`src/rtl/sg_pkg.sv`:
```
package sg_pkg;
    localparam int KEY_WORDS  = 4;
    localparam int KEY_WORD_W = 16;
    localparam int KEY_IDX_W  = $clog2(KEY_WORDS);

    typedef enum logic [2:0] {
        OP_NOP        = 3'd0,
        OP_DYN_LOCK   = 3'd1,
        OP_DYN_FREE   = 3'd2,
        OP_PER_PROG   = 3'd3,
        OP_PER_WIPE   = 3'd4,
        OP_GATE_CLOSE = 3'd5,
        OP_KEY_WORD   = 3'd6,
        OP_RSVD       = 3'd7
    } sg_op_e;

    typedef enum logic [1:0] {
        LK_OPEN   = 2'd0,
        LK_SHUT   = 2'd1,
        LK_SEALED = 2'd2,
        LK_CHECK  = 2'd3
    } sg_lock_e;
endpackage

```
`src/rtl/sg_bit_array.sv`:
```
module sg_bit_array #(
    parameter int N  = 256,
    parameter int AW = $clog2(N)
) (
    input  logic          clk,
    input  logic          clr,
    input  logic          set_en,
    input  logic [AW-1:0] set_idx,
    input  logic          set_val,
    input  logic          fill_en,
    input  logic          fill_val,
    input  logic [AW-1:0] rd_idx,
    output logic          rd_bit,
    output logic [N-1:0]  bits
);
    logic [N-1:0] bits_q;

    always_ff @(posedge clk) begin
        if (clr)
            bits_q <= '1;
        else if (fill_en)
            bits_q <= {N{fill_val}};
        else if (set_en)
            bits_q[set_idx] <= set_val;
    end

    assign rd_bit = bits_q[rd_idx];
    assign bits   = bits_q;
endmodule

```
`src/rtl/sg_key_gate.sv`:
```
module sg_key_gate
    import sg_pkg::*;
#(
    parameter logic [63:0] KEY = 64'hC3A5_0F1E_7B29_D486
) (
    input  logic                  clk,
    input  logic                  por_n,
    input  logic                  rst_n,
    input  logic                  pw_mode,
    input  logic                  close_req,
    input  logic                  word_en,
    input  logic [KEY_IDX_W-1:0]  word_idx,
    input  logic [KEY_WORD_W-1:0] word_val,
    output logic                  gate
);
    localparam logic [KEY_IDX_W-1:0] LAST = KEY_IDX_W'(KEY_WORDS - 1);

    sg_lock_e state_q, state_d;
    logic [KEY_WORD_W-1:0] words_q [KEY_WORDS];
    logic [KEY_WORDS-2:0]  seen_q;
    logic [63:0]           key_flat;
    logic                  hw_clr;

    assign hw_clr = !por_n || !rst_n;

    always_comb begin
        for (int i = 0; i < KEY_WORDS; i++)
            key_flat[i*KEY_WORD_W +: KEY_WORD_W] = words_q[i];
    end

    // next-state logic
    always_comb begin
        state_d = state_q;
        unique case (state_q)
            LK_OPEN:   if (close_req) state_d = pw_mode ? LK_SHUT : LK_SEALED;
            LK_SEALED: state_d = LK_SEALED;
            LK_SHUT:   if (!close_req && word_en && word_idx == LAST && &seen_q)
                           state_d = LK_CHECK;
            LK_CHECK:  if (close_req) state_d = LK_SHUT;
                       else state_d = (key_flat == KEY) ? LK_OPEN : LK_SHUT;
            default:   state_d = LK_SHUT;
        endcase
    end

    // state register
    always_ff @(posedge clk) begin
        if (hw_clr)
            state_q <= pw_mode ? LK_SHUT : LK_OPEN;
        else
            state_q <= state_d;
    end

    // key word collector
    always_ff @(posedge clk) begin
        if (hw_clr) begin
            seen_q <= '0;
            for (int i = 0; i < KEY_WORDS; i++) words_q[i] <= '0;
        end else if (state_q == LK_SHUT && word_en && !close_req) begin
            if (word_idx == LAST) begin
                if (&seen_q) words_q[LAST] <= word_val;
                else         seen_q <= '0;
            end else begin
                words_q[word_idx] <= word_val;
                seen_q[word_idx]  <= 1'b1;
            end
        end else if (state_q != LK_SHUT) begin
            seen_q <= '0;
        end
    end

    // outputs
    always_comb begin
        gate = (state_q == LK_OPEN);
    end


    sealed_hold_chk: assert property (@(posedge clk) disable iff (hw_clr)
        (state_q == LK_SEALED) |=> (state_q == LK_SEALED));


    shut_no_jump_chk: assert property (@(posedge clk) disable iff (hw_clr)
        (state_q == LK_SHUT) |=> (state_q != LK_OPEN));
endmodule

```
`src/rtl/sector_guard.sv`:
```
module sector_guard
    import sg_pkg::*;
#(
    parameter int          N   = 256,
    parameter int          SW  = $clog2(N),
    parameter logic [63:0] KEY = 64'hC3A5_0F1E_7B29_D486
) (
    input  logic          clk,
    input  logic          por_n,
    input  logic          rst_n,
    input  logic          pw_mode,
    input  logic          cmd_valid,
    input  logic [2:0]    cmd_op,
    input  logic [SW-1:0] cmd_addr,
    input  logic [15:0]   cmd_data,
    input  logic [SW-1:0] query_sector,
    output logic [2:0]    status_out,
    output logic          prot_out,
    output logic          gate_out
);
    sg_op_e       op;
    logic         run, hw_clr, gate;
    logic         dyn_bit, per_bit;
    logic [N-1:0] dyn_vec, per_vec;

    assign op     = sg_op_e'(cmd_op);
    assign hw_clr = !por_n || !rst_n;
    assign run    = cmd_valid && !hw_clr;

    sg_bit_array #(.N(N), .AW(SW)) u_dyn (
        .clk      (clk),
        .clr      (hw_clr),
        .set_en   (run && (op == OP_DYN_LOCK || op == OP_DYN_FREE)),
        .set_idx  (cmd_addr),
        .set_val  (op == OP_DYN_FREE),
        .fill_en  (1'b0),
        .fill_val (1'b1),
        .rd_idx   (query_sector),
        .rd_bit   (dyn_bit),
        .bits     (dyn_vec)
    );

    sg_bit_array #(.N(N), .AW(SW)) u_per (
        .clk      (clk),
        .clr      (!por_n),
        .set_en   (run && gate && op == OP_PER_PROG),
        .set_idx  (cmd_addr),
        .set_val  (1'b0),
        .fill_en  (run && gate && op == OP_PER_WIPE),
        .fill_val (1'b1),
        .rd_idx   (query_sector),
        .rd_bit   (per_bit),
        .bits     (per_vec)
    );

    sg_key_gate #(.KEY(KEY)) u_gate (
        .clk       (clk),
        .por_n     (por_n),
        .rst_n     (rst_n),
        .pw_mode   (pw_mode),
        .close_req (run && op == OP_GATE_CLOSE),
        .word_en   (run && op == OP_KEY_WORD),
        .word_idx  (cmd_addr[KEY_IDX_W-1:0]),
        .word_val  (cmd_data),
        .gate      (gate)
    );

    always_comb begin
        status_out = {per_bit, dyn_bit, per_bit & dyn_bit};
        prot_out   = !(per_bit & dyn_bit);
        gate_out   = gate;
    end


    gate_reject_chk: assert property (@(posedge clk) disable iff (hw_clr)
        (cmd_valid && (op == OP_PER_PROG || op == OP_PER_WIPE) && !gate)
        |=> $stable(per_vec));


    keep_on_hwreset_chk: assert property (@(posedge clk) disable iff (!por_n)
        (!rst_n) |=> $stable(per_vec));


    dyn_reset_chk: assert property (@(posedge clk) disable iff (!por_n)
        (!rst_n) |=> (&dyn_vec));
endmodule

```
`config.mk`:
```
export PLATFORM = sky130hd
export DESIGN_NAME = sector_guard
export DESIGN_NICKNAME = d
export VERILOG_FILES = /design/src/rtl/sg_pkg.sv /design/src/rtl/sg_bit_array.sv /design/src/rtl/sg_key_gate.sv /design/src/rtl/sector_guard.sv
export SDC_FILE = /design/constraint.sdc
export NUM_CORES = 1
export LEC_CHECK = 0
export BUFFER_PORTS_ARGS = -buffer_cell sky130_fd_sc_hd__buf_2
export CORE_MARGIN = 10
export CORE_UTILIZATION = 50
export DETAILED_ROUTE_END_ITERATION = 7
export PLACE_DENSITY_LB_ADDON = 0.08
export SLEW_MARGIN = 30
export SYNTH_ARGS = -nofsm -noshare
export SYNTH_HDL_FRONTEND = slang
export SYNTH_SLANG_ARGS = --single-unit
export TNS_END_PERCENT = 100
```
`constraint.sdc`:
```
create_clock -name clk -period 6.75 [get_ports clk]
set_clock_uncertainty 0.15 [all_clocks]
set_input_delay 1.35 -clock clk [delete_from_list [all_inputs] [get_ports clk]]
set_output_delay 1.35 -clock clk [all_outputs]
set_load 0.05 [all_outputs]
```
# --- After elaboration in Yosys (flattened, before gate mapping) ---
# Memories as Yosys holds them, arrays and structs flattened.
# Cells that the tools add are included.
classes:
  magnitude_cmp: 5
  bitwise: 6
  n_eq_ne: 15
  reduce_logical: 28
  muxes: 36
op_table:
  columns: ["op", "n"]
  rows:
  - ["256-bit bitwise AND", 1]
  - ["256-bit bitwise mux", 1]
  - ["256-bit inverter", 1]
  - ["64-bit equality test, second input constant", 1]
  - ["16-bit two-way mux", 2]
  - ["8-bit by 9-bit < comparator with 1-bit output, second input constant", 2]
  - ["1-bit two-way mux", 18]
  - ["1-bit binary-select mux with 8-bit select", 2]
  - ["16-bit OR reduction", 1]
  - ["1-bit logical AND", 14]
  - ["2-bit two-way mux", 6]
  - ["3-bit two-way mux", 4]
  - ["3-bit equality test, second input constant", 3]
  - ["1-bit demux with 8-bit select", 1]
  - ["8-bit by 1-bit greater-or-equal comparator with 1-bit output, second input constant", 1]
  - ["2-bit case mux with 4 select lines", 1]
  - ["2-bit equality test, second input constant", 3]
  - ["3-bit by 2-bit equality test with 1-bit output, second input constant", 2]
  - ["1-bit logical NOT", 5]
  - ["2-bit AND reduction", 2]
  - ["3-bit by 1-bit equality test with 1-bit output, second input constant", 1]
  - ["2-bit by 3-bit < comparator with 1-bit output, second input constant", 1]
  - ["3-bit by 1-bit inequality test with 1-bit output, second input constant", 1]
  - ["3-bit by 2-bit inequality test with 1-bit output, second input constant", 1]
  - ["other kinds (14)", 15]
word_totals:
  output_inout_bits: 5
  in_bits: 40
  memories: 1
  mem_bits_rw: 64
  regBits: 517
  elab_cells: 95
mem_list:
  columns: ["name", "depth", "word_bits", "rd", "rd_clocked_by_memory_dff", "wr", "line_no", "source"]
  rows:
  - ["u_gate.words_q", 4, 16, 4, 0, 4, "sg_key_gate.sv:19", "logic [KEY_WORD_W-1:0] words_q [KEY_WORDS];"]

# --- Longest topological paths before layout ---
# Gate-level depths: netlist (run 1).
logic_depth:
  word_depth: 12
  mapped_depth: 12
  ltp_nobuf: 7

# --- Hierarchy ---
# Synthesis (run 1) repeated with hierarchy kept, for this count alone.
hier_totals:
  hier_cells: 3157
  hier_area_um2: 29183.0
modules_own_cells:
  columns: ["mod", "seq_area_each_um2", "cells_each", "area_each_um2", "instances"]
  rows:
  - ["sg_bit_array", 5124.9, 1468, 13057.5, 2]
  - ["sg_key_gate", 2042.0, 202, 2954.1, 1]
  - ["sector_guard", 0.0, 19, 113.9, 1]

# --- Worst setup path after synthesis (run 1) ---
# OpenSTA, ideal clock, no wires.
synth_timing:
  kind: "input -> output"
  start: "input query_sector[0]"
  end: "output prot_out"
  stages: 8
  arrival_time_ps: 3648
  n_path_buf: 1
  t_required_ps: 5250
  path_slack_ps: 1602
  cell_sequence: "buf_6 -> mux4_1 -> mux4_2 -> nor3b_1 -> or4_1 -> o21ai_1 -> o32ai_1 -> nand2_1"
synth_via:
  elab_chain_len: 4
  elab_cells_between_ends: 6
  cone_classes: "4 x mux; 1 x bitwise; 1 x reduce/logical"
synth_rtl:
  columns: ["item", "line_no", "source"]
  rows:
  - ["from (decl)", "sector_guard.sv:16", "input logic [SW-1:0] query_sector,"]
  - ["1-bit binary-select mux with 8-bit select", "sg_bit_array.sv:27", "assign rd_bit = bits_q[rd_idx];"]
  - ["1-bit two-way mux (implied by the code)", "sg_bit_array.sv:27", null]
  - ["net dyn_bit", "sector_guard.sv:23", "logic dyn_bit, per_bit;"]
  - ["1-bit bitwise AND", "sector_guard.sv:70", "prot_out = !(per_bit & dyn_bit);"]
  - ["1-bit logical NOT", "sector_guard.sv:70", null]
  - ["to (decl)", "sector_guard.sv:18", "output logic prot_out,"]
# The timed path passes the listed nets, and every way through them passes these cells. The select of a mux whose other input is x is not followed.

# --- Worst setup path in the final report (run 1) ---
layout_timing:
  start: "input query_sector[1]"
  end: "output status_out[0]"
layout_via:
  elab_chain_len: 3
  elab_cells_between_ends: 5
  cone_classes: "4 x mux; 1 x bitwise"
layout_rtl:
  columns: ["item", "line_no", "source"]
  rows:
  - ["1-bit binary-select mux with 8-bit select", "sg_bit_array.sv:27", null]
  - ["1-bit two-way mux (implied by the code)", "sg_bit_array.sv:27", null]
  - ["1-bit bitwise AND *", "sector_guard.sv:69", "status_out = {per_bit, dyn_bit, per_bit & dyn_bit};"]
  - ["to (decl)", "sector_guard.sv:17", "output logic [2:0] status_out,"]
# Mark *: on every way between the ends. The rest lies on a longest branch, timed or not. The select of a mux whose other input is x is not followed.

==> out/metrics.csv, run 1 <==
stage;metric;value;unit
synth;Synth Flop Type;dfxtp_1;
worst_setup_path;Crit Reg-Reg Startpoint;u_gate.state_q[0]$_DFFE_PP_;
cts;CTS Sinks;581;
worst_setup_path;CP Buf/Inv Count;3;
synth;synth warn;0;
sta;final period utilization;0.892;
global_route;GRT Total Usage;0.271;
synth;Syn Inst Count;2660;
route;final wirelength;78.9;mm
global_route;first-pass GRT wire length;121;mm
status;status;completed;
placed_design;gpl congestion;0.865;
die;Die Y;241;um
placed_design;Final HPWL DP;47.7;mm
global_route;vias in the first global route;19613;
route;Routed WL per cell;24.1;um
worst_setup_path;r2r setup slk;4.23;ns
finish;commonest non-fill, non-tap cell in the layout;nand2_1;
route;via count;20591;
hold_path;Endpoint, Worst Hold;u_dyn.bits[137]$_SDFFE_PP1P_;
finish;layout cell share with drive strength beyond 1;0.132;
sta;fin worst setup slack;0.729;ns
synth;Post-synth EDFFs;66;
finish;antenna diode count;0;
finish;Layout Nets;2654;
sta;Fmax;0.166;GHz
synth;Seq/Total Area, Yosys;0.503;
placed_design;DP Worst Slack;0.839;ns
synth;post-synth net total;2703;
cts;CTS Root Cell;clkbuf_16;
route;Final ANT Viol Nets;0;
global_route;initial antenna violation count;1;
worst_setup_path;CP max stage delay;0.63;ns
synth;Yosys top cell area share;0.422;
cts;H-tree levels;2;
hold_path;Hold Path Class;flop to flop;
placed_design;IO buf count;44;
worst_setup_path;Critical Path Sink Type;primary output;
synth;fraction of registers with async set or reset after synthesis;0;
cts;hold_buf cts;0;
hold_path;worst hold path depth;2;
sta;# setup viols final;0;
worst_setup_path;R2R depth;8;
cts;clock buffer depth;3;
pwr;Clock power frac;0.459;
sta;RSZ-0062 raised after global routing;no;
pwr;Comb pwr share;0.059;
finish;layout overhead on the synthesized area;11.5;%
pwr;Flop pwr share;0.483;
sta;Rel. slew slack;0.298;
worst_setup_path;CP dominant cell by count;o221ai_1;
synth;post-synth cell types;49;
pwr;switching pwr;0.00172;W
worst_setup_path;startpoint types;primary input;
cts;CTS tree;built;
finish;fin area;27200;um2
worst_setup_path;worst flop-to-flop path endpoint;u_per.bits[243]$_SDFFE_PP1P_;
synth;top post-synthesis cells by area;dfxtp_1 (42%), o21ai_0 (11%), mux4_2 (10%);
sta;Slew @ Worst Pin;1.05;ns
synth;#FFs+latches synth;581;
sta;setup TNS;0;ns
cts;Reg clk slew, reported paths;0.06;ns
sta;hold slack;0.305;ns
worst_setup_path;Setup CP Type;primary input to primary output;
cts;cts bufs inserted;60;
die;die footprint;58100;um2
cts;Setup Buffers After CTS;0;
global_route;total gr overflow;0;
die;die width;241;um
route;DRC viols;0;
cts;clock latency at the later pin of the worst-skew pair;0.62;ns
synth;cell area after synthesis;24400;um2
sta;Hold Vio Cnt, Final;0;
hold_path;hold_sp;u_dyn.bits[137]$_SDFFE_PP1P_;
worst_setup_path;crit-path cells;buf_6, nand2_1, o221ai_1, o221ai_1, o21ai_0, nor3_1, o32ai_1, buf_4, and2_1, buf_2;
finish;most frequent cells in the layout;nand2_1 (574), o21ai_0 (527), dfxtp_1 (515);
job;Max Cap Viol;0;
pwr;Leak;9.44;nW
die;Rows;80;
worst_setup_path;Max FO, Critical Path;42;
synth;largest area contributor in the netlist;dfxtp_1;
die;io pins;45;
die;Core ar.;48000;um2
pwr;Power Density;267;nW/um2
route;DR vias/cell;6.28;
worst_setup_path;CP top delay family;compound AO/OA/AOI/OAI gates;
pwr;Power Internal;0.00556;W
global_route;largest net degree at the start of global routing;257;
worst_setup_path;Crit-path slowest cell;o32ai_1;
synth;syn avg cell area;9.19;um2
route;DR pass1 iterations;6;
die;Initial Util;0.509;
pwr;VDD IR-drop max;0.000185;V
placed_design;placed inst area;25200;um2
cts;post-CTS resize count;0;
sta;minimum clock period;6.02;ns
route;iteration-0 DRC count of the detailed router;2285;
worst_setup_path;worst path arrival time;4.52;ns
sta;final count of pins violating max slew;0;
pwr;Net Sw Frac;0.236;
worst_setup_path;critical path data required time;5.25;ns
metrics by stage:
stage / cells / total power, W / util
4_1_cts: 3275 / 0.00731 / 0.566
3_5_place_dp: 3162 / 0.00400 / 0.525
6_report: 3277 / 0.00728 / 0.567
3_3_place_gp: 3158 / 0.00400 / 0.522
2_1_floorplan: 2660 / 0.00386 / -
5_1_grt: 3277 / 0.00749 / 0.567
worst max path at each step:
stage	cells past startpoint	start	slack [ns]	to
3_5_place_dp	11	query_sector[1]	0.84	status_out[0]
5_1_grt	11	query_sector[1]	0.71	status_out[0]
3_3_place_gp	11	query_sector[1]	0.84	status_out[0]
6_report	10	query_sector[1]	0.73	status_out[0]
4_1_cts	11	query_sector[1]	0.83	status_out[0]
2_1_floorplan	8	query_sector[0]	1.60	prot_out
sequential cells by signal (all words and copies together) (netlist names):
register,flops
u_gate.seen_q,3
u_gate.words_q,64
u_gate.state_q,2
u_per.bits,256
u_dyn.bits,256
power groups by stage:
stage	clock network, W	logic [W]	registers, W
final	0.00334	0.000426	0.00351
after global routing	0.00352	0.000453	0.00351
after floorplan	0	0.000273	0.00359
after CTS	0.00338	0.000416	0.00351
after detailed placement	0	0.000414	0.00359
after global placement	0	0.000408	0.00359
metal layers:
metal  part of all wire  track usage  wire (um)
met5            0.00023            0         18
met4              0.032        0.106       2560
met3              0.089       0.0493       7020
met2               0.46        0.420      36200
met1               0.42        0.370      33100
kinds of logic after synthesis:
family	count (synthesis)	share of synthesized area
adder cells (fa/ha/maj)	3	0.00154
AO/OA/AOI/OAI	867	0.185
multiplexers	165	0.128
AND/OR/NAND/NOR	810	0.143
flip-flops	581	0.503
XOR/XNOR	1	0.000358
buffers and inverters	233	0.0400
synth_stat cells, types with 11 or more instances:
library cell and count:
edfxtp_1 66, clkbuf_1 190, buf_2 17, a21oi_1 267
mux4_2 111, nor2_1 49, mux2i_1 41, o21ai_0 531
nor2b_1 12, nand4_1 11, dfxtp_1 515, nand2b_1 12
and2_1 69, a211oi_1 11, nor3_1 18, nand2_1 582
o221ai_1 14, nand3_1 23
area by class of cell:
cell class / count / area [um2]
Tap cell: 615 / 769
Clock inverter: 15 / 136
Fill cell: 4246 / 20800
Multi-Input combinational cell: 1846 / 11300
Timing Repair Buffer: 114 / 886
Sequential cell: 581 / 12300
Clock buffer: 98 / 1850
Inverter: 8 / 30.0
worst register-to-register path: stages (launching register included):
cell      delay (ns)
edfxtp_1        0.42
inv_1           0.08
ha_1            0.32
nand3_1         0.15
nor3_2          0.12
buf_4           0.27
nand2_1         0.44
o21ai_0         0.36
nand2_1         0.09
Note: power is estimated with default switching activity, not from simulation.
==> run 2, diff against run 1 <==
--- a/config.mk
+++ b/config.mk
@@ -9,7 +9,7 @@
 export CORE_MARGIN = 10
 export CORE_UTILIZATION = 50
 export DETAILED_ROUTE_END_ITERATION = 7
-export PLACE_DENSITY_LB_ADDON = 0.08
+export PLACE_DENSITY = 0.66
 export SLEW_MARGIN = 30
 export SYNTH_ARGS = -nofsm -noshare
 export SYNTH_HDL_FRONTEND = slang
==> run 2 against run 1 <==
Against the previous run:
- non-clock buffer count decreased by 5
- count of clock-buffer cells in the layout down 3
- design area is 0.45% lower
- combinational power shrank 3%
- first-iteration DRC count increased by 10%
- worst setup slack better by 0.094 ns
- hold slack about the same
- total power decreased by 1.7%
- critical path type unchanged
- largest power group unchanged
==> out/metrics.csv, run 2 (same netlist as run 1, synthesis figures left out) <==
stage;metric;value;unit
status;status;completed;
cts;Reg clk slew, reported paths;0.06;ns
global_route;total gr overflow;0;
sta;Slew @ Worst Pin;1.10;ns
pwr;VDD IR-drop max;0.000206;V
cts;clock buffer depth;3;
sta;setup TNS;0;ns
sta;Hold Vio Cnt, Final;0;
worst_setup_path;worst path arrival time;4.43;ns
pwr;Power Internal;0.00547;W
pwr;switching pwr;0.00169;W
cts;CTS Root Cell;clkbuf_16;
route;Final ANT Viol Nets;0;
die;io pins;45;
hold_path;Hold Path Class;flop to flop;
cts;CTS tree;built;
finish;layout cell share with drive strength beyond 1;0.129;
cts;cts bufs inserted;59;
worst_setup_path;startpoint types;primary input;
worst_setup_path;critical path data required time;5.25;ns
route;Routed WL per cell;23.5;um
placed_design;Final HPWL DP;47.2;mm
cts;Setup Buffers After CTS;0;
global_route;GRT Total Usage;0.260;
global_route;vias in the first global route;19745;
route;DR vias/cell;6.37;
pwr;Flop pwr share;0.491;
pwr;Clock power frac;0.451;
worst_setup_path;Setup CP Type;primary input to primary output;
global_route;largest net degree at the start of global routing;257;
sta;Fmax;0.169;GHz
sta;final count of pins violating max slew;0;
die;Core ar.;48000;um2
worst_setup_path;Max FO, Critical Path;62;
route;via count;20839;
die;Rows;80;
placed_design;IO buf count;44;
sta;Rel. slew slack;0.267;
sta;final period utilization;0.878;
die;die footprint;58100;um2
pwr;Comb pwr share;0.058;
die;Die Y;241;um
finish;most frequent cells in the layout;nand2_1 (581), o21ai_0 (527), dfxtp_1 (515);
pwr;Net Sw Frac;0.236;
pwr;Leak;9.39;nW
finish;layout overhead on the synthesized area;11.0;%
route;DRC viols;0;
job;Max Cap Viol;0;
sta;# setup viols final;0;
route;final wirelength;76.9;mm
cts;CTS Sinks;581;
cts;post-CTS resize count;0;
route;iteration-0 DRC count of the detailed router;2514;
finish;commonest non-fill, non-tap cell in the layout;nand2_1;
placed_design;gpl congestion;0.898;
finish;Layout Nets;2648;
die;Initial Util;0.509;
cts;H-tree levels;2;
pwr;Power Density;264;nW/um2
cts;clock latency at the later pin of the worst-skew pair;0.63;ns
worst_setup_path;Critical Path Sink Type;primary output;
sta;RSZ-0062 raised after global routing;no;
die;die width;241;um
route;DR pass1 iterations;7;
cts;hold_buf cts;0;
global_route;initial antenna violation count;0;
global_route;first-pass GRT wire length;117;mm
sta;minimum clock period;5.93;ns
finish;final core occ;0.565;
[run 2: changes by cell type in the layout (fill, tap and decap cells not counted), sizes merged]
| cell | delta |
|---|---|
| buf | -5 |
| clkbuf | -3 |
| bufinv | -2 |
| diode | +1 |
| inv | +1 |
[run 2: area by class of cell]
class	instances	area [um2]
timing repair buffer	109	846
fill	4180	20900
sequential	581	12300
tap	615	769
antenna	1	2.50
clock buffer	95	1830
clock inverter	14	90.1
multi-input combinational	1846	11300
inverter	8	30.0
[run 2: per-layer routing]
| layer | vias to the layer above | part of all wire | global-route usage |
|---|---|---|---|
| met4 | 0 | 0.037 | 0.111 |
| met2 | 1075 | 0.47 | 0.424 |
| met3 | 214 | 0.090 | 0.0430 |
| met5 | - | 0 | 0 |
| met1 | 10241 | 0.40 | 0.339 |
| li1 | 9309 | - | - |
[run 2: path summary, 6_finish.rpt]
kind / start / to / slack, ns / cells after the start
setup / recovery: query_sector[0] / prot_out / 0.82 / 9
hold reg to reg: u_dyn.bits[242]$_SDFFE_PP1P_ / u_dyn.bits[242]$_SDFFE_PP1P_ / 0.30 / 2
hold / removal: u_dyn.bits[242]$_SDFFE_PP1P_ / u_dyn.bits[242]$_SDFFE_PP1P_ / 0.30 / 2
setup reg to reg: u_gate.state_q[1]$_SDFFCE_PP0P_ / u_per.bits[232]$_SDFFE_PP1P_ / 4.22 / 8
[run 2: power by group through the flow]
stage / clock network (W) / logic (W) / registers, W
after floorplan: 0 / 0.000273 / 0.00359
after global placement: 0 / 0.000395 / 0.00359
after detailed placement: 0 / 0.000403 / 0.00359
after CTS: 0.00325 / 0.000404 / 0.00351
after global routing: 0.00338 / 0.000441 / 0.00351
final: 0.00323 / 0.000415 / 0.00351
[run 2: worst max-delay path, cell delays in order]
cell and delay [ns]:
clkbuf_8 0.33, buf_12 0.43, mux4_1 0.61, mux4_2 0.47, mux2_2 0.33, o211ai_1 0.18, o32ai_1 0.18, nand2_1 0.20
buf_2 0.30
[run 2: per-stage QoR]
stage | setup WS, ns | hold slack (ns) | area (um2) | instances | power, W
floorplan | 1.60 | 0.281 | 24400 | 2660 | 0.00386
global placement | 0.772 | 0.290 | 25100 | 3154 | 0.00398
detailed placement | 0.763 | 0.296 | 25200 | 3158 | 0.00399
CTS | 0.760 | 0.304 | 27100 | 3267 | 0.00717
global route | 0.597 | 0.320 | 27100 | 3268 | 0.00734
finish | 0.822 | 0.305 | 27100 | 3269 | 0.00716
